$ cat config.mk
export PLATFORM = sky130hd
export DESIGN_NAME = route_xlate_bridge
export DESIGN_NICKNAME = d
export VERILOG_FILES = /design/src/rtl/rxl_pkg.sv /design/src/rtl/route_lut.sv /design/src/rtl/flit_skid.sv /design/src/rtl/route_xlate_bridge.sv
export SDC_FILE = /design/constraint.sdc
export NUM_CORES = 1
export LEC_CHECK = 0
export ABC_CLOCK_PERIOD_IN_PS = 5630
export BUFFER_PORTS_ARGS = -buffer_cell sky130_fd_sc_hd__buf_2
export CAP_MARGIN = 40
export CORE_MARGIN = 1
export CORE_UTILIZATION = 40
export DETAILED_ROUTE_END_ITERATION = 10
export GPL_TIMING_DRIVEN = 0
export SLEW_MARGIN = 15
export SYNTH_ARGS = -nofsm -noshare
export SYNTH_HDL_FRONTEND = slang
export SYNTH_HIERARCHICAL = 1
export SYNTH_SLANG_ARGS = --single-unit
$ cat constraint.sdc
create_clock -name clk -period 5.63 [get_ports clk]
set_input_delay 1.4075 -clock clk [delete_from_list [all_inputs] [get_ports clk]]
set_output_delay 1.4075 -clock clk [all_outputs]
set_load 0.05 [all_outputs]
$ cat src/rtl/rxl_pkg.sv
// Shared widths and flit field positions of the route converter.
// Assumes a 34-bit flit: begin bit on top, end bit below, 32-bit payload.
package rxl_pkg;
    localparam int ROUTE_W = 18;
    localparam int ADDR_W  = 8;
    localparam int PAY_W   = 32;
    localparam int FLIT_W  = PAY_W + 2;
    localparam int BOP_BIT = FLIT_W - 1;
    localparam int KEEP_LO = ROUTE_W;          // head bits kept from here up
    localparam int LUT_N   = 16;
endpackage

$ cat src/rtl/route_lut.sv
// Small fully associative lookup table: DEPTH entries of key -> value.
// Written one entry per cycle; lookup is combinational, lowest index wins.
// Assumes writes and lookups may share a cycle; lookup then sees old content.
module route_lut #(
    parameter int KEY_W = 18,
    parameter int VAL_W = 8,
    parameter int DEPTH = 16,
    parameter int IDX_W = $clog2(DEPTH)
) (
    input  logic             clk,
    input  logic             rst_n,
    input  logic             wr_en,
    input  logic [IDX_W-1:0] wr_idx,
    input  logic [KEY_W-1:0] wr_key,
    input  logic [VAL_W-1:0] wr_val,
    input  logic [KEY_W-1:0] q_key,
    output logic             hit,
    output logic [VAL_W-1:0] q_val
);
    logic [KEY_W-1:0] keys [DEPTH];
    logic [VAL_W-1:0] vals [DEPTH];
    logic [DEPTH-1:0] vld;

    // Entry storage: valid bits cleared on reset, one entry written per cycle.
    always_ff @(posedge clk) begin
        if (!rst_n) begin
            vld <= '0;
        end else if (wr_en) begin
            vld[wr_idx]  <= 1'b1;
            keys[wr_idx] <= wr_key;
            vals[wr_idx] <= wr_val;
        end
    end

    // Priority match: scan from the top so the lowest matching index is kept.
    always_comb begin
        hit   = 1'b0;
        q_val = '0;
        for (int i = DEPTH - 1; i >= 0; i--) begin
            if (vld[i] && keys[i] == q_key) begin
                hit   = 1'b1;
                q_val = vals[i];
            end
        end
    end
endmodule

$ cat src/rtl/flit_skid.sv
// Two-place skid register between two valid/ready style handshakes.
// Ready and valid are both registered, so no combinational path crosses it.
module flit_skid #(
    parameter int W = 34
) (
    input  logic         clk,
    input  logic         rst_n,
    input  logic         in_vld,
    input  logic [W-1:0] in_dat,
    output logic         in_rdy,
    output logic         out_vld,
    output logic [W-1:0] out_dat,
    input  logic         out_rdy
);
    logic         m_vld, s_vld;
    logic [W-1:0] m_dat, s_dat;
    logic         push, pop;

    assign in_rdy  = !s_vld;
    assign out_vld = m_vld;
    assign out_dat = m_dat;
    assign push    = in_vld && in_rdy;
    assign pop     = m_vld && out_rdy;

    // Main/skid update: refill main from skid first, else from the input.
    always_ff @(posedge clk) begin
        if (!rst_n) begin
            m_vld <= 1'b0;
            s_vld <= 1'b0;
        end else if (pop || !m_vld) begin
            if (s_vld) begin
                m_dat <= s_dat;
                s_vld <= 1'b0;
            end else begin
                m_vld <= push;
                m_dat <= in_dat;
            end
        end else if (push) begin
            s_vld <= 1'b1;
            s_dat <= in_dat;
        end
    end


    hold_stable_chk: assert property (@(posedge clk) disable iff (!rst_n)
        out_vld && !out_rdy |=> out_vld && $stable(out_dat));

    ready_chk: assert property (@(posedge clk) disable iff (!rst_n)
        !in_rdy |-> out_vld);
endmodule

$ cat src/rtl/route_xlate_bridge.sv
// Converter between a source-routed interface and an address-routed mesh.
// Request heads: hop list -> Y/X address; response heads: address -> hop list.
// Non-head flits pass unchanged. Both sides share one clock.
module route_xlate_bridge
    import rxl_pkg::*;
#(
    parameter int DEPTH = LUT_N,
    parameter int IDX_W = $clog2(DEPTH)
) (
    input  logic              clk,
    input  logic              rst_n,
    input  logic              cfg_we,
    input  logic              cfg_tbl,
    input  logic              cfg_dflt,
    input  logic [IDX_W-1:0]  cfg_idx,
    input  logic [ROUTE_W-1:0] cfg_route,
    input  logic [ADDR_W-1:0] cfg_addr,
    input  logic              ni_req_vld,
    input  logic [FLIT_W-1:0] ni_req_flit,
    output logic              ni_req_rdy,
    output logic              mesh_tx_put,
    output logic [FLIT_W-1:0] mesh_tx_flit,
    input  logic              mesh_tx_room,
    input  logic              mesh_rx_put,
    input  logic [FLIT_W-1:0] mesh_rx_flit,
    output logic              mesh_rx_room,
    output logic              ni_rsp_vld,
    output logic [FLIT_W-1:0] ni_rsp_flit,
    input  logic              ni_rsp_rdy,
    output logic              fwd_miss,
    output logic              rev_miss
);
    localparam int GAP_W = ROUTE_W - ADDR_W;

    logic               tbl_f_we, tbl_r_we, dflt_we;
    logic               f_hit, r_hit;
    logic [ADDR_W-1:0]  f_val, dflt_addr;
    logic [ROUTE_W-1:0] r_val, dflt_route;
    logic [FLIT_W-1:0]  f_conv, r_conv;
    logic               f_head_in, r_head_in;

    assign tbl_f_we  = cfg_we && !cfg_dflt && !cfg_tbl;
    assign tbl_r_we  = cfg_we && !cfg_dflt &&  cfg_tbl;
    assign dflt_we   = cfg_we &&  cfg_dflt;
    assign f_head_in = ni_req_vld && ni_req_rdy && ni_req_flit[BOP_BIT];
    assign r_head_in = mesh_rx_put && mesh_rx_room && mesh_rx_flit[BOP_BIT];

    route_lut #(.KEY_W(ROUTE_W), .VAL_W(ADDR_W), .DEPTH(DEPTH), .IDX_W(IDX_W)) u_fwd_lut (
        .clk, .rst_n, .wr_en(tbl_f_we), .wr_idx(cfg_idx), .wr_key(cfg_route),
        .wr_val(cfg_addr), .q_key(ni_req_flit[ROUTE_W-1:0]), .hit(f_hit), .q_val(f_val));

    route_lut #(.KEY_W(ADDR_W), .VAL_W(ROUTE_W), .DEPTH(DEPTH), .IDX_W(IDX_W)) u_rev_lut (
        .clk, .rst_n, .wr_en(tbl_r_we), .wr_idx(cfg_idx), .wr_key(cfg_addr),
        .wr_val(cfg_route), .q_key(mesh_rx_flit[ADDR_W-1:0]), .hit(r_hit), .q_val(r_val));

    // Head rewrite for both directions; body flits bypass the rewrite.
    always_comb begin
        f_conv = ni_req_flit;
        if (ni_req_flit[BOP_BIT])
            f_conv = {ni_req_flit[FLIT_W-1:KEEP_LO], {GAP_W{1'b0}}, f_hit ? f_val : dflt_addr};
        r_conv = mesh_rx_flit;
        if (mesh_rx_flit[BOP_BIT])
            r_conv = {mesh_rx_flit[FLIT_W-1:KEEP_LO], r_hit ? r_val : dflt_route};
    end

    // Default address/route registers and sticky miss flags.
    always_ff @(posedge clk) begin
        if (!rst_n) begin
            dflt_addr  <= '0;
            dflt_route <= '0;
            fwd_miss   <= 1'b0;
            rev_miss   <= 1'b0;
        end else begin
            if (dflt_we) begin
                dflt_addr  <= cfg_addr;
                dflt_route <= cfg_route;
            end
            if (f_head_in && !f_hit) fwd_miss <= 1'b1;
            if (r_head_in && !r_hit) rev_miss <= 1'b1;
        end
    end

    flit_skid #(.W(FLIT_W)) u_req_skid (
        .clk, .rst_n, .in_vld(ni_req_vld), .in_dat(f_conv), .in_rdy(ni_req_rdy),
        .out_vld(mesh_tx_put), .out_dat(mesh_tx_flit), .out_rdy(mesh_tx_room));

    flit_skid #(.W(FLIT_W)) u_rsp_skid (
        .clk, .rst_n, .in_vld(mesh_rx_put), .in_dat(r_conv), .in_rdy(mesh_rx_room),
        .out_vld(ni_rsp_vld), .out_dat(ni_rsp_flit), .out_rdy(ni_rsp_rdy));


    fwd_sticky_chk: assert property (@(posedge clk) disable iff (!rst_n)
        fwd_miss |=> fwd_miss);

    rev_sticky_chk: assert property (@(posedge clk) disable iff (!rst_n)
        rev_miss |=> rev_miss);

    fwd_miss_cause_chk: assert property (@(posedge clk) disable iff (!rst_n)
        $rose(fwd_miss) |-> $past(ni_req_vld && ni_req_rdy && ni_req_flit[BOP_BIT]));

    rev_miss_cause_chk: assert property (@(posedge clk) disable iff (!rst_n)
        $rose(rev_miss) |-> $past(mesh_rx_put && mesh_rx_room && mesh_rx_flit[BOP_BIT]));
endmodule

==> results of run 1 <==
[registers in the layout, summed over array words and instances, names as in the netlist, 18 cells and up]
| signal | cells |
|---|---|
| dflt_route | 18 |
| u_rev_lut/keys | 128 |
| u_rsp_skid/out_dat | 34 |
| u_rsp_skid/s_dat | 34 |
| u_fwd_lut/vals | 128 |
| u_req_skid/out_dat | 34 |
| u_rev_lut/vals | 288 |
| u_fwd_lut/keys | 288 |
| u_req_skid/s_dat | 34 |
[cells in the mapped netlist (all sizes together) (4+ instances only)]
cell type,instances,area share [%]
o211a,5,0.12
or2,8,0.12
o21ai,75,0.87
xnor2,381,7.9
and2,7,0.11
dfxtp,64,3.0
inv,45,0.39
nand2b,6,0.087
o221ai,20,0.52
buf,113,2.2
xor2,35,0.73
o21a,37,0.65
nor3b,6,0.12
nand4,99,1.5
o221a,6,0.18
clkbuf,31,0.29
nand3b,6,0.10
nand2,137,1.2
a21o,36,0.63
nor2,111,0.97
mux2i,39,0.91
nor3,53,0.76
a31oi,4,0.058
o2111ai,6,0.12
a22o,15,0.31
nor2b,14,0.20
and3,34,0.51
a211o,17,0.35
a21boi,34,0.59
a221oi,26,0.54
o311ai,20,0.41
nand3,26,0.34
a21oi,118,1.4
edfxtp,968,68
a211oi,6,0.15
a221o,17,0.40
nor4,19,0.46
mux2,74,2.0
or3,25,0.38
[cell families (layout without fill, tap and decap cells)]
| family | Yosys count | in the layout | share of synthesized area [%] |
|---|---|---|---|
| AOI/OAI and AO/OA | 460 | 460 | 7.62 |
| muxes | 113 | 113 | 2.95 |
| xor gates and xnor gates | 416 | 416 | 8.67 |
| and+or+nand+nor | 565 | 565 | 7.21 |
| buffers and inverters | 189 | 653 | 2.90 |
| other | 0 | 7 | 0 |
| DFF | 1032 | 1032 | 70.6 |
[where the power goes]
| part | internal (mW) | switching [mW] |
|---|---|---|
| registers | 8.47 | 0.0274 |
| clock network | 3.94 | 2.95 |
| logic | 0.314 | 0.636 |
[through the flow]
| stage | setup slack, ns | cells |
|---|---|---|
| after floorplan | 1.00 | 2775 |
| after global placement | -1.06 | 4346 |
| after detailed placement | -0.264 | 4429 |
| after CTS | 0.462 | 4626 |
| after global routing | 0.226 | 4630 |
| final | 0.383 | 4637 |
[cell type report]
| cell class | instances | share of cell area (%) |
|---|---|---|
| Sequential cell | 1032 | 59.8 |
| Tap cell | 1391 | 3.43 |
| Antenna cell | 7 | 0.0345 |
| Buffer | 144 | 2.12 |
| Timing Repair Buffer | 267 | 4.69 |
| Multi-Input combinational cell | 1554 | 22.9 |
| Clock buffer | 141 | 5.79 |
| Inverter | 45 | 0.333 |
| Clock inverter | 56 | 0.917 |
[layer usage]
layer | GRT usage, % | vias up | wire length (um)
met5 | 0 | - | 0
met4 | 6.38 | 0 | 3250
met3 | 2.80 | 167 | 5640
met2 | 35.4 | 703 | 56400
met1 | 28.4 | 12800 | 50100
li1 | - | 11300 | -
[path summary, 6_finish.rpt]
kind	startpoint	to	slack, ns	depth (start not counted)
setup / recovery	ni_req_flit[0]	u_req_skid/out_dat[6]	0.38	15
hold reg to reg	u_rev_lut/vld[15]	u_rev_lut/vld[15]	0.45	1
setup reg to reg	u_fwd_lut/keys[9][2]	u_req_skid/out_dat[6]	1.53	12
hold / removal	u_rev_lut/vld[15]	u_rev_lut/vld[15]	0.45	1
[layout by cell type (no fill, tap or decap), types with 18 or more instances in the layout]
cell,count
nor2_1,87
or3_1,24
buf_6,62
mux2i_1,39
a21oi_1,118
buf_16,28
nor2_4,24
a21boi_0,32
clkbuf_1,48
mux2_2,62
a21o_1,36
buf_2,217
nand3_1,24
nand4_1,94
clkbuf_16,109
xor2_1,34
clkinv_2,21
buf_4,45
and3_1,33
buf_12,18
nor3_1,38
xnor2_1,371
o21a_1,37
edfxtp_1,968
nand2_1,134
dfxtp_1,64
o21ai_0,69
clkinv_1,19
a221oi_1,25
o311ai_0,18
inv_1,44
[worst max-delay path, cell delays in order]
cell	delay (ns)
buf_2	0.09
buf_2	0.29
buf_2	0.52
xnor2_1	0.17
nand4_1	0.12
nor4_1	0.55
nand4_1	0.51
buf_2	0.36
nand3_1	0.11
a211oi_1	0.06
a2111o_1	0.46
a31oi_1	0.48
mux2i_1	0.25
a21oi_1	0.24
mux2_2	0.17
==> impl_metrics.ini, run 1 <==
[timing]
max_freq_mhz = 191
holdWs_ns = 0.446
hold_violations = 0
finalSetupTns_ns = 0
fin_skew_ns = 0.0237
rsz0062_at_grt = false
tightest_slew_ns = 0.868
fin_crit_sh_pct = 93.2
final.min_clock_period_ns = 5.25
slew_headroom_pct = 42.0
setup_viol = 0
maxSlewViolCount = 0

[cts]
clk_pin_slew_ns = 0.06
h-tree-depth = 3
cts_hold_buf = 0
clock_sinks = 1032
numCtsBuffers = 105
cts_tree = yes
cts_setup_buffers = 0
cts_resized = 0
clockRootBuffer = clkbuf_16
clkLatencyLatePin_ns = 0.68
cts_max_path_buffers = 3

[synth]
synth_cell_types = 89
netlist_area_um2 = 43000
synth_fp_nets = 2882
yosys_warnings = 6
syn_avg_cell_area_um2 = 15.5
synthArstFlopShare_pct = 0
synth-seq-area-share_pct = 70.6
synth_edf_count = 968
synth-seq-cells = 1032
syn_inst = 2775
ys_dominant_reg_cell = edfxtp_1

[route]
wl_um = 115000
routedWlPerCell_um = 24.9
num_vias = 25000
viasPerCell = 5.39
first_pass_iters = 7
antenna_left = 0
drt_iter0_markers = 2145
drc = 0

[final_layout]
area_delta_synth_final_pct = 18.2
post-route-util_pct = 47.9
final_cell_area_um2 = 50800
drive_gt1_share_pct = 21.8
seqCellArea_um2 = 30300
num-fill-cells = 9127
multi_input_area_um2 = 11600
fin_nets = 3256

[worst_setup_path]
worst-endpoint-required_ns = 6.20
end_kind = flop
arrival_ns = 5.81
start_kind = input port
criticalPathCategory = in2reg
worstPathMaxFanout = 10

[grt]
antenna_found_initial = 6
grt_pass1_wl_um = 167000
grt_pass1_vias = 24700
grt_max_degree = 34
grt-ovfl-total = 0
grt_usage_pct = 21.1

[placed_design]
port_buffers = 180
dp_hpwl_um = 78600
gp_congestion = 0.800
place_area_um2 = 47300

[die]
core_um2 = 106000
die_h_um = 330
fp-row-count = 119
pin_count = 181
die_w_um = 330
start_util_pct = 40.6
dieArea_um2 = 109000

[pwr]
powerDensity_nw_per_um2 = 322
power_mw = 16.3
peakVddDrop_mv = 0.237
p_leak_nw = 17.2

[hold_path]
hold_path_class = reg2reg

[outcome]
outcome = finished, final reports clean

[run]
maxCapViolCount = 0
No activity file was read; power rests on OpenSTA's default activity.
==> run 2, diff against run 1 <==
--- a/config.mk
+++ b/config.mk
@@ -10,10 +10,10 @@
 export CAP_MARGIN = 40
 export CORE_MARGIN = 1
 export CORE_UTILIZATION = 40
+export CTS_CLUSTER_SIZE = 12
 export DETAILED_ROUTE_END_ITERATION = 10
 export GPL_TIMING_DRIVEN = 0
 export SLEW_MARGIN = 15
 export SYNTH_ARGS = -nofsm -noshare
 export SYNTH_HDL_FRONTEND = slang
-export SYNTH_HIERARCHICAL = 1
 export SYNTH_SLANG_ARGS = --single-unit
==> impl_metrics.ini, run 2 <==
[outcome]
outcome = finished, final reports clean

[timing]
max_freq_mhz = 189
finalSetupTns_ns = 0
maxSlewViolCount = 0
tightest_slew_ns = 1.07
fin_crit_sh_pct = 94.1
setup_viol = 0
hold_violations = 0
slew_headroom_pct = 26.7
rsz0062_at_grt = false
final.min_clock_period_ns = 5.30
fin_skew_ns = 0.0348

[synth]
synth_common_cells = edfxtp_1 (968), xnor2_1 (326), nor2_1 (193)
synth-compound-area-share_pct = 7.71
syn_inst = 2962
synth_top_area_share_pct = 67.7
synth_edf_count = 968
synth-seq-cells = 1032
synth_fp_nets = 3069
yosys-top-cells-area = edfxtp_1 (68%), xnor2_1 (6.6%), dfxtp_1 (3.0%), xor2_1 (1.8%), nand4_1 (1.7%)
yosysMostFrequentCell = edfxtp_1
synthArstFlopShare_pct = 0
synth.area.mux_share_pct = 1.53
yosys_warnings = 0
synth_adder_area_share_pct = 0
synth_top_area_cell = edfxtp_1
synth_top_family_by_area = simple AND/OR/NAND/NOR gates
ys_dominant_reg_cell = edfxtp_1
synth_cell_types = 80
netlist_area_um2 = 42900
syn_avg_cell_area_um2 = 14.5
synth-seq-area-share_pct = 70.7
synth_xor_area_share_pct = 8.56
synthSimpleGateAreaFrac_pct = 9.52

[grt]
grt_pass1_vias = 26100
grt-ovfl-total = 0
grt_max_degree = 34
grt_usage_pct = 22.8
antenna_found_initial = 13
grt_pass1_wl_um = 180000

[worst_setup_path]
max_stage_delay_ns = 0.83
arrival_ns = 5.73
worstPathMaxFanout = 10
criticalPathCategory = in2reg
crit_buf_inv = 2
worst-endpoint-required_ns = 6.06
critPathTopFamily = compound AO/OA/AOI/OAI gates
end_kind = flop
cp_cell_sequence = buf_2 -> buf_2 -> xnor2_1 -> nand4b_1 -> nor4_1 -> nand2_1 -> o22ai_1 -> a2111oi_0 -> a2111oi_0 -> o311a_1 -> o2bb2ai_1 -> mux2_2
cp_slowest_cell = a2111oi_0
start_kind = input port

[run]
maxCapViolCount = 0

[route]
first_pass_iters = 5
drt_iter0_markers = 2899
drc = 0
wl_um = 124000
viasPerCell = 5.64
routedWlPerCell_um = 26.1
antenna_left = 0
num_vias = 26900

[cts]
clkLatencyLatePin_ns = 0.69
clk_pin_slew_ns = 0.06
cts_setup_buffers = 0
cts_hold_buf = 0
clockRootBuffer = clkbuf_16
cts_resized = 0
numCtsBuffers = 105
h-tree-depth = 3
cts_tree = yes
cts_max_path_buffers = 3
clock_sinks = 1032

[pwr]
power_mw = 16.2
p_leak_nw = 16.5
powerDensity_nw_per_um2 = 323
peakVddDrop_mv = 0.231

[die]
pin_count = 181
die_w_um = 330
die_h_um = 330
start_util_pct = 40.6
core_um2 = 106000
dieArea_um2 = 109000
fp-row-count = 119

[final_layout]
fin_nets = 3399
post-route-util_pct = 47.5
area_delta_synth_final_pct = 17.1
seqCellArea_um2 = 30300
layout_common_cells = edfxtp_1 (968), xnor2_1 (326), buf_2 (201), nand2_1 (183), nor2_1 (159)
multi_input_area_um2 = 12000
drive_gt1_share_pct = 15.2
top_regs = u_fwd_lut.keys (288), u_rev_lut.vals (288)
final_cells = 4766
final_common_cell = edfxtp_1
num-fill-cells = 9111

[placed_design]
dp_hpwl_um = 84700
port_buffers = 154
dp.cells = 4570
gp_congestion = 0.856

[hold_path]
hold_path_class = reg2reg
==> run 2: cell families after synthesis <==
family,after synthesis
flops,1032
compound gates,461
mux,59
xor+xnor,417
buf+inv,177
simple gates,816
==> run 2: path summary, 6_finish.rpt <==
kind,end,slack [ns],depth (start not counted),startpoint
max,u_req_skid.out_dat[3],0.33,12,ni_req_flit[11]
min,u_rev_lut.vld[7],0.44,1,u_rev_lut.vld[7]
max reg2reg,u_rsp_skid.out_dat[9],1.48,11,u_rev_lut.keys[14][1]
min reg2reg,u_rev_lut.vld[7],0.44,1,u_rev_lut.vld[7]
==> run 2: power breakdown <==
group	internal (mW)	switching [mW]	total (mW)
combinational	0.285	0.676	0.961
sequential	8.47	0.0266	8.50
clock	3.88	2.88	6.77
==> run 2: through the flow <==
stage | setup WS, ns | hold slack [ns] | area (um^2)
finish | 0.330 | 0.445 | 50300
global route | 0.472 | 0.456 | 50300
CTS | 0.721 | 0.447 | 50200
detailed placement | 0.00520 | 0.433 | 46900
global placement | -1.02 | 0.424 | 45500
floorplan | 0.963 | 0.418 | 42900
==> run 2: layer usage <==
metal	global-route usage, %	part of all wire [%]
met5	0	0.059
met1	33.3	44
met2	35.3	45
met4	5.80	2.1
met3	3.68	8.6
==> run 2: final cells by class <==
type,count,share of cell area (%)
antenna,2,0.00995
clock inverter,26,0.587
sequential,1032,60.3
inverter,33,0.246
tap,1391,3.46
multi-input combinational,1753,23.9
clock buffer,162,5.91
buffer,144,1.47
timing repair buffer,223,4.06
